--- src/rtl/uart_tx_pkg.sv ---
package uart_tx_pkg;

    typedef enum logic [1:0] {
        ST_IDLE,
        ST_START,
        ST_DATA,
        ST_STOP
    } tx_state_e;

    localparam int ADDR_W = 2;

    localparam logic [ADDR_W-1:0] A_HOLD = 2'd0;
    localparam logic [ADDR_W-1:0] A_CTRL = 2'd1;
    localparam logic [ADDR_W-1:0] A_DIV  = 2'd2;

    localparam int C_BIT9 = 0;
    localparam int C_NINE = 1;
    localparam int C_EN   = 2;
    localparam int C_IE   = 3;

endpackage

--- src/rtl/uart_tx_regs.sv ---
module uart_tx_regs
    import uart_tx_pkg::*;
#(
    parameter int DATA_W = 8,
    parameter int DIV_W  = 8
) (
    input  logic              clk,
    input  logic              rst_n,
    input  logic              wr_en,
    input  logic [ADDR_W-1:0] wr_addr,
    input  logic [DATA_W-1:0] wr_data,
    input  logic              load_i,
    output logic [DATA_W-1:0] hold_o,
    output logic              hold_empty_o,
    output logic              data_wr_o,
    output logic [DIV_W-1:0]  div_o,
    output logic              bit9_o,
    output logic              nine_o,
    output logic              en_o,
    output logic              ie_o
);

    logic ctrl_wr;
    logic div_wr;

    assign data_wr_o = wr_en && (wr_addr == A_HOLD);
    assign ctrl_wr   = wr_en && (wr_addr == A_CTRL);
    assign div_wr    = wr_en && (wr_addr == A_DIV);

    always_ff @(posedge clk) begin
        if (!rst_n) begin
            hold_o       <= '0;
            hold_empty_o <= 1'b1;
            div_o        <= '0;
            bit9_o       <= 1'b0;
            nine_o       <= 1'b0;
            en_o         <= 1'b0;
            ie_o         <= 1'b0;
        end else begin
            if (data_wr_o) begin
                hold_o       <= wr_data;
                hold_empty_o <= 1'b0;
            end else if (load_i) begin
                hold_empty_o <= 1'b1;
            end
            if (ctrl_wr) begin
                bit9_o <= wr_data[C_BIT9];
                nine_o <= wr_data[C_NINE];
                en_o   <= wr_data[C_EN];
                ie_o   <= wr_data[C_IE];
            end
            if (div_wr) begin
                div_o <= wr_data[DIV_W-1:0];
            end
        end
    end

    // a data write always leaves the holding register occupied
    p_wr_clears_empty_r6: assert property (@(posedge clk) disable iff (!rst_n)
        data_wr_o |=> !hold_empty_o);

    // a transfer with no competing write frees the holding register
    p_load_sets_empty_r6: assert property (@(posedge clk) disable iff (!rst_n)
        (load_i && !data_wr_o) |=> hold_empty_o);

endmodule

--- src/rtl/uart_tx_baud.sv ---
module uart_tx_baud #(
    parameter int DIV_W      = 8,
    parameter int OVERSAMPLE = 16
) (
    input  logic             clk,
    input  logic             rst_n,
    input  logic [DIV_W-1:0] div_i,
    input  logic             restart_i,
    output logic             bit_tick_o
);

    localparam int SUB_W = (OVERSAMPLE > 1) ? $clog2(OVERSAMPLE) : 1;
    localparam logic [SUB_W-1:0] SUB_LAST = SUB_W'(OVERSAMPLE - 1);

    logic [DIV_W-1:0] pre_q;
    logic [SUB_W-1:0] sub_q;
    logic             pre_wrap;

    assign pre_wrap   = (pre_q == div_i);
    assign bit_tick_o = pre_wrap && (sub_q == SUB_LAST);

    always_ff @(posedge clk) begin
        if (!rst_n) begin
            pre_q <= '0;
            sub_q <= '0;
        end else if (restart_i) begin
            pre_q <= '0;
            sub_q <= '0;
        end else if (pre_wrap) begin
            pre_q <= '0;
            sub_q <= (sub_q == SUB_LAST) ? '0 : sub_q + 1'b1;
        end else begin
            pre_q <= pre_q + 1'b1;
        end
    end

    // bit ticks are never adjacent
    p_tick_gap_r3: assert property (@(posedge clk) disable iff (!rst_n)
        bit_tick_o |=> !bit_tick_o);

    // a restart begins a full bit period
    p_restart_quiet_r3: assert property (@(posedge clk) disable iff (!rst_n)
        restart_i |=> !bit_tick_o);

endmodule

--- src/rtl/uart_tx_shift.sv ---
module uart_tx_shift #(
    parameter int W = 9
) (
    input  logic         clk,
    input  logic         rst_n,
    input  logic         load_i,
    input  logic         shift_i,
    input  logic [W-1:0] din_i,
    output logic         lsb_o
);

    logic [W-1:0] sh_q;

    assign lsb_o = sh_q[0];

    always_ff @(posedge clk) begin
        if (!rst_n) begin
            sh_q <= '1;
        end else if (load_i) begin
            sh_q <= din_i;
        end else if (shift_i) begin
            sh_q <= {1'b1, sh_q[W-1:1]};
        end
    end

    // the word presented at transfer is what the shifter holds next
    p_load_capture_r5: assert property (@(posedge clk) disable iff (!rst_n)
        load_i |=> (sh_q == $past(din_i)));

endmodule

--- src/rtl/uart_tx_fsm.sv ---
module uart_tx_fsm
    import uart_tx_pkg::*;
#(
    parameter int DATA_W = 8
) (
    input  logic clk,
    input  logic rst_n,
    input  logic en_i,
    input  logic nine_i,
    input  logic hold_empty_i,
    input  logic data_wr_i,
    input  logic bit_tick_i,
    input  logic lsb_i,
    output logic load_o,
    output logic shift_o,
    output logic txd_o,
    output logic tx_done_o
);

    localparam int CNT_W = $clog2(DATA_W + 2);
    localparam logic [CNT_W-1:0] LAST_STD = CNT_W'(DATA_W - 1);
    localparam logic [CNT_W-1:0] LAST_EXT = CNT_W'(DATA_W);

    tx_state_e        state_q, state_d;
    logic [CNT_W-1:0] cnt_q, cnt_d;
    logic             nine_q;
    logic             last_bit;
    logic             queued;

    assign last_bit = (cnt_q == (nine_q ? LAST_EXT : LAST_STD));
    assign queued   = !hold_empty_i;

    // next state
    always_comb begin
        state_d = state_q;
        cnt_d   = cnt_q;
        unique case (state_q)
            ST_IDLE: begin
                if (en_i && queued) state_d = ST_START;
            end
            ST_START: begin
                if (bit_tick_i) begin
                    state_d = ST_DATA;
                    cnt_d   = '0;
                end
            end
            ST_DATA: begin
                if (bit_tick_i) begin
                    if (last_bit) state_d = ST_STOP;
                    else          cnt_d   = cnt_q + 1'b1;
                end
            end
            ST_STOP: begin
                if (bit_tick_i) state_d = queued ? ST_START : ST_IDLE;
            end
        endcase
    end

    // state register
    always_ff @(posedge clk) begin
        if (!rst_n) begin
            state_q   <= ST_IDLE;
            cnt_q     <= '0;
            nine_q    <= 1'b0;
            tx_done_o <= 1'b0;
        end else begin
            state_q <= state_d;
            cnt_q   <= cnt_d;
            if (load_o) nine_q <= nine_i;
            if (data_wr_i)
                tx_done_o <= 1'b0;
            else if (state_q == ST_STOP && bit_tick_i && !queued)
                tx_done_o <= 1'b1;
        end
    end

    // outputs
    always_comb begin
        load_o  = 1'b0;
        shift_o = 1'b0;
        txd_o   = 1'b1;
        unique case (state_q)
            ST_IDLE:  load_o = en_i && queued;
            ST_START: txd_o  = 1'b0;
            ST_DATA: begin
                txd_o   = lsb_i;
                shift_o = bit_tick_i;
            end
            ST_STOP:  load_o = bit_tick_i && queued;
        endcase
    end

    // completion is only ever reported while idle
    p_done_idle_r8: assert property (@(posedge clk) disable iff (!rst_n)
        tx_done_o |-> (state_q == ST_IDLE));

    // with the enable off, an idle transmitter stays idle
    p_hold_off_r9: assert property (@(posedge clk) disable iff (!rst_n)
        (state_q == ST_IDLE && !en_i) |=> (state_q == ST_IDLE));

    // every transfer is followed by a start bit
    p_load_start_r7: assert property (@(posedge clk) disable iff (!rst_n)
        load_o |=> (state_q == ST_START));

    // data phase begins at bit index zero
    p_data_first_r2: assert property (@(posedge clk) disable iff (!rst_n)
        (state_q == ST_START && bit_tick_i) |=> (state_q == ST_DATA && cnt_q == '0));

endmodule

--- src/rtl/uart_tx_dbuf.sv ---
module uart_tx_dbuf
    import uart_tx_pkg::*;
#(
    parameter int DATA_W     = 8,
    parameter int DIV_W      = 8,
    parameter int OVERSAMPLE = 16
) (
    input  logic              clk,
    input  logic              rst_n,
    input  logic              wr_en,
    input  logic [ADDR_W-1:0] wr_addr,
    input  logic [DATA_W-1:0] wr_data,
    input  logic              glob_irq_en,
    output logic              txd,
    output logic              hold_empty,
    output logic              tx_done,
    output logic              irq
);

    localparam int SH_W = DATA_W + 1;

    logic [DATA_W-1:0] hold;
    logic [DIV_W-1:0]  div;
    logic              data_wr;
    logic              bit9, nine, en, ie;
    logic              load, shift, bit_tick, lsb;

    uart_tx_regs #(.DATA_W(DATA_W), .DIV_W(DIV_W)) u_regs (
        .clk          (clk),
        .rst_n        (rst_n),
        .wr_en        (wr_en),
        .wr_addr      (wr_addr),
        .wr_data      (wr_data),
        .load_i       (load),
        .hold_o       (hold),
        .hold_empty_o (hold_empty),
        .data_wr_o    (data_wr),
        .div_o        (div),
        .bit9_o       (bit9),
        .nine_o       (nine),
        .en_o         (en),
        .ie_o         (ie)
    );

    uart_tx_baud #(.DIV_W(DIV_W), .OVERSAMPLE(OVERSAMPLE)) u_baud (
        .clk        (clk),
        .rst_n      (rst_n),
        .div_i      (div),
        .restart_i  (load),
        .bit_tick_o (bit_tick)
    );

    uart_tx_shift #(.W(SH_W)) u_shift (
        .clk     (clk),
        .rst_n   (rst_n),
        .load_i  (load),
        .shift_i (shift),
        .din_i   ({bit9, hold}),
        .lsb_o   (lsb)
    );

    uart_tx_fsm #(.DATA_W(DATA_W)) u_fsm (
        .clk          (clk),
        .rst_n        (rst_n),
        .en_i         (en),
        .nine_i       (nine),
        .hold_empty_i (hold_empty),
        .data_wr_i    (data_wr),
        .bit_tick_i   (bit_tick),
        .lsb_i        (lsb),
        .load_o       (load),
        .shift_o      (shift),
        .txd_o        (txd),
        .tx_done_o    (tx_done)
    );

    assign irq = hold_empty && ie && glob_irq_en;

endmodule

--- config.mk ---
export PLATFORM = sky130hd
export DESIGN_NAME = uart_tx_dbuf
export DESIGN_NICKNAME = d
export VERILOG_FILES = /design/src/rtl/uart_tx_pkg.sv /design/src/rtl/uart_tx_regs.sv /design/src/rtl/uart_tx_baud.sv /design/src/rtl/uart_tx_shift.sv /design/src/rtl/uart_tx_fsm.sv /design/src/rtl/uart_tx_dbuf.sv
export SDC_FILE = /design/constraint.sdc
export NUM_CORES = 1
export LEC_CHECK = 0
export ABC_CLOCK_PERIOD_IN_PS = 4200
export CAP_MARGIN = 20
export CORE_MARGIN = 8
export CORE_UTILIZATION = 40
export DETAILED_ROUTE_END_ITERATION = 8
export HOLD_SLACK_MARGIN = 0.06
export SLEW_MARGIN = 10
export SYNTH_ARGS = -nofsm -noshare
export SYNTH_HDL_FRONTEND = slang
export SYNTH_SLANG_ARGS = --single-unit
--- constraint.sdc ---
create_clock -name clk -period 4.2 [get_ports clk]
set_input_delay 0.42 -clock clk [delete_from_list [all_inputs] [get_ports clk]]
set_output_delay 0.42 -clock clk [all_outputs]
set_load 0.02 [all_outputs]
==> flow_metrics.py, run 1 <==
metrics = {
    "placement": {
        "postPlaceCellArea_mm2": 0.00252,
        "detailedPlacementHpwl_um": 3320,
        "placement.io_buffers": 17,
        "globalplace.congestion": 0.740,
    },
    "critical_path": {
        "timing_worst_setup_path_type": "reg2out",
        "crit_path_cell_trace": "inv_1 > ha_1 > nand2b_1 > a21boi_0 > clkdlybuf4s50_1",
        "worst_r2r_path_depth": 7,
        "slowest_cell_delay_on_critical_path_ns": 0.64,
        "cp-start-kind": "register",
        "cp.required_ns": 3.78,
        "worst-endpoint-arrival_ns": 2.02,
        "setup_crit_end_kind": "output pin",
        "largest_fanout_of_any_net_on_the_critical_path": 5,
        "cpMaxStageDelayCell": "clkdlybuf4s50_1",
    },
    "logic_synthesis": {
        "asyncSetResetFlopFracSynth": 0,
        "synth_seq_cells": 50,
        "syn-num-nets": 262,
        "yosys_most_used_dff": "dfxtp_1",
        "syn_area_mm2": 0.00227,
        "synth-seq-area-share": 0.441,
        "post_synth_num_cell_types": 34,
        "synthesis.instances": 240,
        "ys_warnings": 0,
        "syn-mean-instance-area_um2": 9.46,
        "synth-edff-count": 0,
    },
    "timing": {
        "whs_ns": 0.497,
        "finalClockSkew_ns": 0.00691,
        "min_period_ns": 2.44,
        "setup_repair_after_global_routing_missed_its_margin": "false",
        "max_slew.worst_pin.slew_ns": 1.05,
        "report.final.setup_viol": 0,
        "fin_setup_tns_ns": 0,
        "final_min_period_over_clock_period": 0.582,
        "achievable-frequency_mhz": 409,
        "final-hold-violation-count": 0,
        "total_count_of_max_transition_violations_in_the_final_report": 0,
        "maxSlewHeadroom": 0.300,
    },
    "layout": {
        "fill_cells": 538,
        "mostFrequentLayoutCells": "50 x dfxtp_1, 43 x nor2_1, 29 x mux2i_1",
        "seq_area_mm2": 0.00100,
        "layout.cells.most_common": "dfxtp_1",
        "n_antenna_cell": 0,
        "final_nets": 281,
        "final_core_utilization": 0.477,
        "drive_gt1_frac": 0.0462,
        "multi_input_area_mm2": 0.00121,
        "area.growth.synth_to_final_pct": 15.7,
        "post-route-cell-area_mm2": 0.00263,
    },
    "grt": {
        "grt_start_max_net_pins": 34,
        "grt_pass1_wl_um": 8160,
        "first_global_vias": 1693,
        "groute.usage.overall": 0.118,
        "grt_antenna_before_repair": 0,
        "gr-total-overflow": 0,
    },
    "cts": {
        "cts_made_buffers": 5,
        "holdBufCountCts": 0,
        "cts_num_sinks": 50,
        "post_cts_resize_count": 0,
        "total_setup_buffers_inserted_after_cts": 0,
        "clk-insertion-delay-late_ns": 0.30,
        "ctsRootBufferMaster": "clkbuf_8",
        "clkSlewWorstSetupHoldPaths_ns": 0.09,
        "clock_path_buffers": 2,
        "cts_tree": "built",
        "htree_num_levels": 2,
    },
    "pwr": {
        "total_leakage_power_nw": 1.11,
        "p_comb_frac": 0.182,
        "sequentialPowerShare": 0.496,
        "vdd_ir_drop_max_v": 0.000174,
        "p_sw_w": 0.000290,
        "power.share.clock": 0.322,
        "p_int_w": 0.000758,
        "p_per_area_mw_per_mm2": 399,
        "sw_frac_of_total": 0.277,
    },
    "die": {
        "core_area_mm2": 0.00551,
        "core.rowCount": 27,
        "die-width_um": 91.3,
        "floorplan.initialDensity": 0.412,
        "die_height_um": 91.3,
        "die_ar_mm2": 0.00834,
        "pin_count": 18,
    },
    "route": {
        "dr_total_vias": 1683,
        "post-route-drc-count": 0,
        "drtPass1Iterations": 4,
        "drtAntennaViolNets": 0,
        "drtIter0Drc": 62,
        "drt-wirelength-per-cell_um": 13.9,
        "route.detailed.vias_per_inst": 5.07,
        "route.final.wire_length_um": 4620,
    },
    "flow_run": {
        "max_cap_viol_count": 0,
    },
    "worst_hold_path": {
        "min_path_cells": 2,
        "worst_hold_check_path_type": "reg2reg",
    },
    "outcome": {
        "status": "finished clean",
    },
}
==> worst paths after layout <==
path / startpoint / to / slack (ns)
setup / recovery: u_fsm.state_q[0] / txd / 1.76
hold / removal: u_fsm.nine_q / u_fsm.nine_q / 0.50
setup reg to reg: u_fsm.state_q[1] / u_shift.sh_q[5] / 1.86
hold reg to reg: u_fsm.nine_q / u_fsm.nine_q / 0.50
==> per-stage QoR <==
stage,setup slack (ns),instances,total power [W]
floorplan,2.27,240,0.000661
global placement,1.82,324,0.000717
detailed placement,1.81,324,0.000721
CTS,1.75,332,0.00106
global route,1.62,332,0.00111
finish,1.76,332,0.00105
==> synth_stat cells, drive strengths merged, types with 2 or more instances <==
| library cell | n | area (um2) |
|---|---|---|
| a22oi | 8 | 60.1 |
| buf | 2 | 11.3 |
| nand3b | 3 | 22.5 |
| or4 | 2 | 15.0 |
| and3 | 8 | 50.1 |
| a21oi | 8 | 40.0 |
| dfxtp | 50 | 1000 |
| o31ai | 4 | 30.0 |
| nor4 | 4 | 55.1 |
| nor2 | 43 | 161 |
| ha | 8 | 100 |
| nand3 | 16 | 85.1 |
| clkbuf | 4 | 15.0 |
| mux2i | 29 | 290 |
| nor3 | 4 | 20.0 |
| xor2 | 16 | 140 |
| nand2 | 3 | 11.3 |
| inv | 8 | 30.0 |
| o21ai | 8 | 40.0 |
==> layer usage <==
metal | vias up | global-route usage | share of wire
li1 | 880 | - | -
met4 | 0 | 0.0450 | 0.011
met3 | 5 | 0.0321 | 0.046
met2 | 36 | 0.181 | 0.42
met1 | 762 | 0.155 | 0.53
met5 | - | 0 | 0
==> sequential cells by signal, summed over array words and instances (netlist names), 2 cells and up <==
signal         count
u_baud.pre_q       8
u_baud.sub_q       4
u_fsm.cnt_q        4
u_fsm.state_q      2
u_regs.div_o       8
u_regs.hold_o      8
u_shift.sh_q       9
==> critical path, delay by kind of cell (launching register included) <==
family / cells / cell delay [ns]
flip-flops: 1 / 0.34
AND/OR/NAND/NOR: 1 / 0.16
adder cells (fa/ha/maj): 1 / 0.26
AO/OA/AOI/OAI: 1 / 0.19
buffers and inverters: 2 / 0.79
==> cells by family after synthesis <==
family                   Yosys count  share of synthesized area
AND/OR/NAND/NOR                   87                      0.199
multiplexers                      29                      0.128
AO/OA/AOI/OAI                     34                     0.0964
XOR/XNOR                          17                     0.0656
buffers and inverters             15                     0.0264
flip-flops                        50                      0.441
adder cells (fa/ha/maj)            8                     0.0441
==> final cells by class <==
| class | instances | area share |
|---|---|---|
| clock buffers | 6 | 0.0276 |
| well taps | 72 | 0.0343 |
| inverters | 9 | 0.0129 |
| flip-flops and latches | 50 | 0.381 |
| clock inverters | 2 | 0.0143 |
| repair buffers | 18 | 0.0676 |
| multi-input cells | 175 | 0.462 |
==> power by group through the flow <==
stage	logic (W)	registers, W	clock network, W
after floorplan	0.000135	0.000526	0
after global placement	0.000187	0.000530	0
after detailed placement	0.000189	0.000531	0
after CTS	0.000190	0.000520	0.000348
after global routing	0.000217	0.000525	0.000370
final	0.000190	0.000520	0.000338
Power figures use the tool's default switching activity.
==> run 2, diff against run 1 <==
--- a/config.mk
+++ b/config.mk
@@ -5,7 +5,7 @@
 export SDC_FILE = /design/constraint.sdc
 export NUM_CORES = 1
 export LEC_CHECK = 0
-export ABC_CLOCK_PERIOD_IN_PS = 4200
+export ABC_CLOCK_PERIOD_IN_PS = 2000
 export CAP_MARGIN = 20
 export CORE_MARGIN = 8
 export CORE_UTILIZATION = 40
==> constraint.sdc (replaced) <==
create_clock -name clk -period 2 [get_ports clk]
set_input_delay 0.2 -clock clk [delete_from_list [all_inputs] [get_ports clk]]
set_output_delay 0.2 -clock clk [all_outputs]
set_load 0.02 [all_outputs]
==> flow_metrics.py, run 2 (synthesized netlist as in run 1, its figures left out) <==
metrics = {
    "pwr": {
        "sequentialPowerShare": 0.496,
        "p_comb_frac": 0.230,
        "p_sw_w": 0.000605,
        "p_int_w": 0.00157,
        "p_per_area_mw_per_mm2": 767,
        "sw_frac_of_total": 0.279,
        "total_leakage_power_nw": 1.25,
        "power.share.clock": 0.274,
        "vdd_ir_drop_max_v": 0.000417,
    },
    "layout": {
        "final_nets": 307,
        "largest_register_ffs": 9,
        "mostFrequentLayoutCells": "50 x dfxtp_1, 43 x nor2_1, 29 x mux2i_1",
        "register_ranked_first_by_flip_flop_count": "u_shift.sh_q",
        "n_antenna_cell": 0,
        "drive_gt1_frac": 0.147,
        "area.growth.synth_to_final_pct": 24.6,
        "final_core_utilization": 0.514,
        "post_layout_nonfiller_instances": 358,
        "layout.cells.most_common": "dfxtp_1",
    },
    "die": {
        "floorplan.initialDensity": 0.412,
        "die_ar_mm2": 0.00834,
        "die-width_um": 91.3,
        "core.rowCount": 27,
        "core_area_mm2": 0.00551,
        "die_height_um": 91.3,
        "pin_count": 18,
    },
    "grt": {
        "grt_start_max_net_pins": 34,
        "groute.usage.overall": 0.119,
        "gr-total-overflow": 0,
        "first_global_vias": 1773,
        "grt_antenna_before_repair": 0,
        "grt_pass1_wl_um": 8310,
    },
    "timing": {
        "setup_repair_after_global_routing_missed_its_margin": "false",
        "finalClockSkew_ns": 0.0108,
        "fin_setup_tns_ns": 0,
        "achievable-frequency_mhz": 534,
        "setup_ws_ns": 0.127,
        "final-hold-violation-count": 0,
        "maxSlewHeadroom": 0.644,
        "final_min_period_over_clock_period": 0.937,
        "max_slew.worst_pin.slew_ns": 0.532,
        "total_count_of_max_transition_violations_in_the_final_report": 0,
        "min_period_ns": 1.87,
        "report.final.setup_viol": 0,
    },
    "placement": {
        "dpl.cell_count": 348,
        "placement.io_buffers": 17,
        "detailedPlacementHpwl_um": 3570,
        "post-place-ws_ns": -0.152,
        "globalplace.congestion": 0.800,
    },
    "cts": {
        "clkSlewWorstSetupHoldPaths_ns": 0.09,
        "ctsRootBufferMaster": "clkbuf_8",
        "clock_path_buffers": 2,
        "htree_num_levels": 2,
        "clk-insertion-delay-late_ns": 0.30,
        "cts_tree": "built",
        "cts_num_sinks": 50,
        "cts_made_buffers": 5,
    },
    "critical_path": {
        "worst-path-buf-inv": 1,
        "cpMaxStageDelayCell": "or4_1",
        "critPathTopFamily": "simple AND/OR/NAND/NOR gates",
        "cp-start-kind": "register",
        "cp.required_ns": 2.23,
        "largest_fanout_of_any_net_on_the_critical_path": 6,
        "timing_worst_setup_path_type": "reg2reg",
        "worst-endpoint-arrival_ns": 2.11,
        "crit_path_cell_trace": "xor2_1 > nor4_4 > buf_4 > nand3_2 > or4_1 > a21oi_1",
        "setup_crit_end_kind": "register",
        "slowest_cell_delay_on_critical_path_ns": 0.53,
    },
    "flow_run": {
        "max_cap_viol_count": 0,
    },
    "route": {
        "route.final.wire_length_um": 4760,
        "route.detailed.vias_per_inst": 4.95,
        "dr_total_vias": 1773,
        "post-route-drc-count": 0,
        "drtAntennaViolNets": 0,
        "drtIter0Drc": 82,
        "drt-wirelength-per-cell_um": 13.3,
        "drtPass1Iterations": 4,
    },
    "outcome": {
        "status": "finished clean",
    },
    "worst_hold_path": {
        "worst_hold_check_path_type": "reg2reg",
    },
}
## run 2: what timing repair did
action,CTS,global route
hold buffers,0,0
endpoints found under the setup margin,9,10
buffers inserted,0,2
pin swaps,0,3
resized for setup,2,6
## run 2: final timing paths
kind                                        to  slack [ns]       startpoint  depth (start not counted)
worst max-delay path            u_fsm.cnt_q[3]        0.13  u_regs.div_o[5]                          6
worst min-delay path              u_fsm.nine_q        0.49     u_fsm.nine_q                          2
worst max register to register  u_fsm.cnt_q[3]        0.13  u_regs.div_o[5]                          6
worst min register to register    u_fsm.nine_q        0.49     u_fsm.nine_q                          2
## run 2: final cells by class
type / count / area, um2
repair buffers: 44 / 380
inverters: 9 / 33.8
flip-flops and latches: 50 / 1000
well taps: 72 / 90.1
multi-input cells: 175 / 1230
clock buffers: 7 / 86.3
clock inverters: 1 / 5.00
fillers: 529 / 2680
## run 2: through the flow
step           power, W  hold WS (ns)  cell area [um2]
2_1_floorplan   0.00139         0.276             2270
3_3_place_gp    0.00158         0.477             2710
3_5_place_dp    0.00159         0.480             2710
4_1_cts         0.00219         0.488             2810
5_1_grt         0.00231         0.514             2830
6_report        0.00217         0.489             2830
## run 2: power by group through the flow
stage	logic [W]	registers [W]	clock network [W]
4_1_cts	0.000481	0.00108	0.000628
3_5_place_dp	0.000485	0.00110	0
3_3_place_gp	0.000486	0.00110	0
2_1_floorplan	0.000283	0.00110	0
5_1_grt	0.000565	0.00108	0.000660
6_report	0.000498	0.00108	0.000595
## run 2: metal layers
metal / share of wire / wire length, um / GRT usage / vias up
met5: 0 / 0 / 0 / -
met4: 0.0073 / 35 / 0.0327 / 0
met3: 0.037 / 178 / 0.0288 / 4
met2: 0.45 / 2140 / 0.192 / 31
met1: 0.51 / 2410 / 0.155 / 801
li1: - / - / - / 937
## run 2: worst reg2reg max path: stages (launching register included)
cell	delay (ns)
dfxtp_1	0.34
xor2_1	0.19
nor4_4	0.27
buf_4	0.19
nand3_2	0.13
or4_1	0.53
a21oi_1	0.17
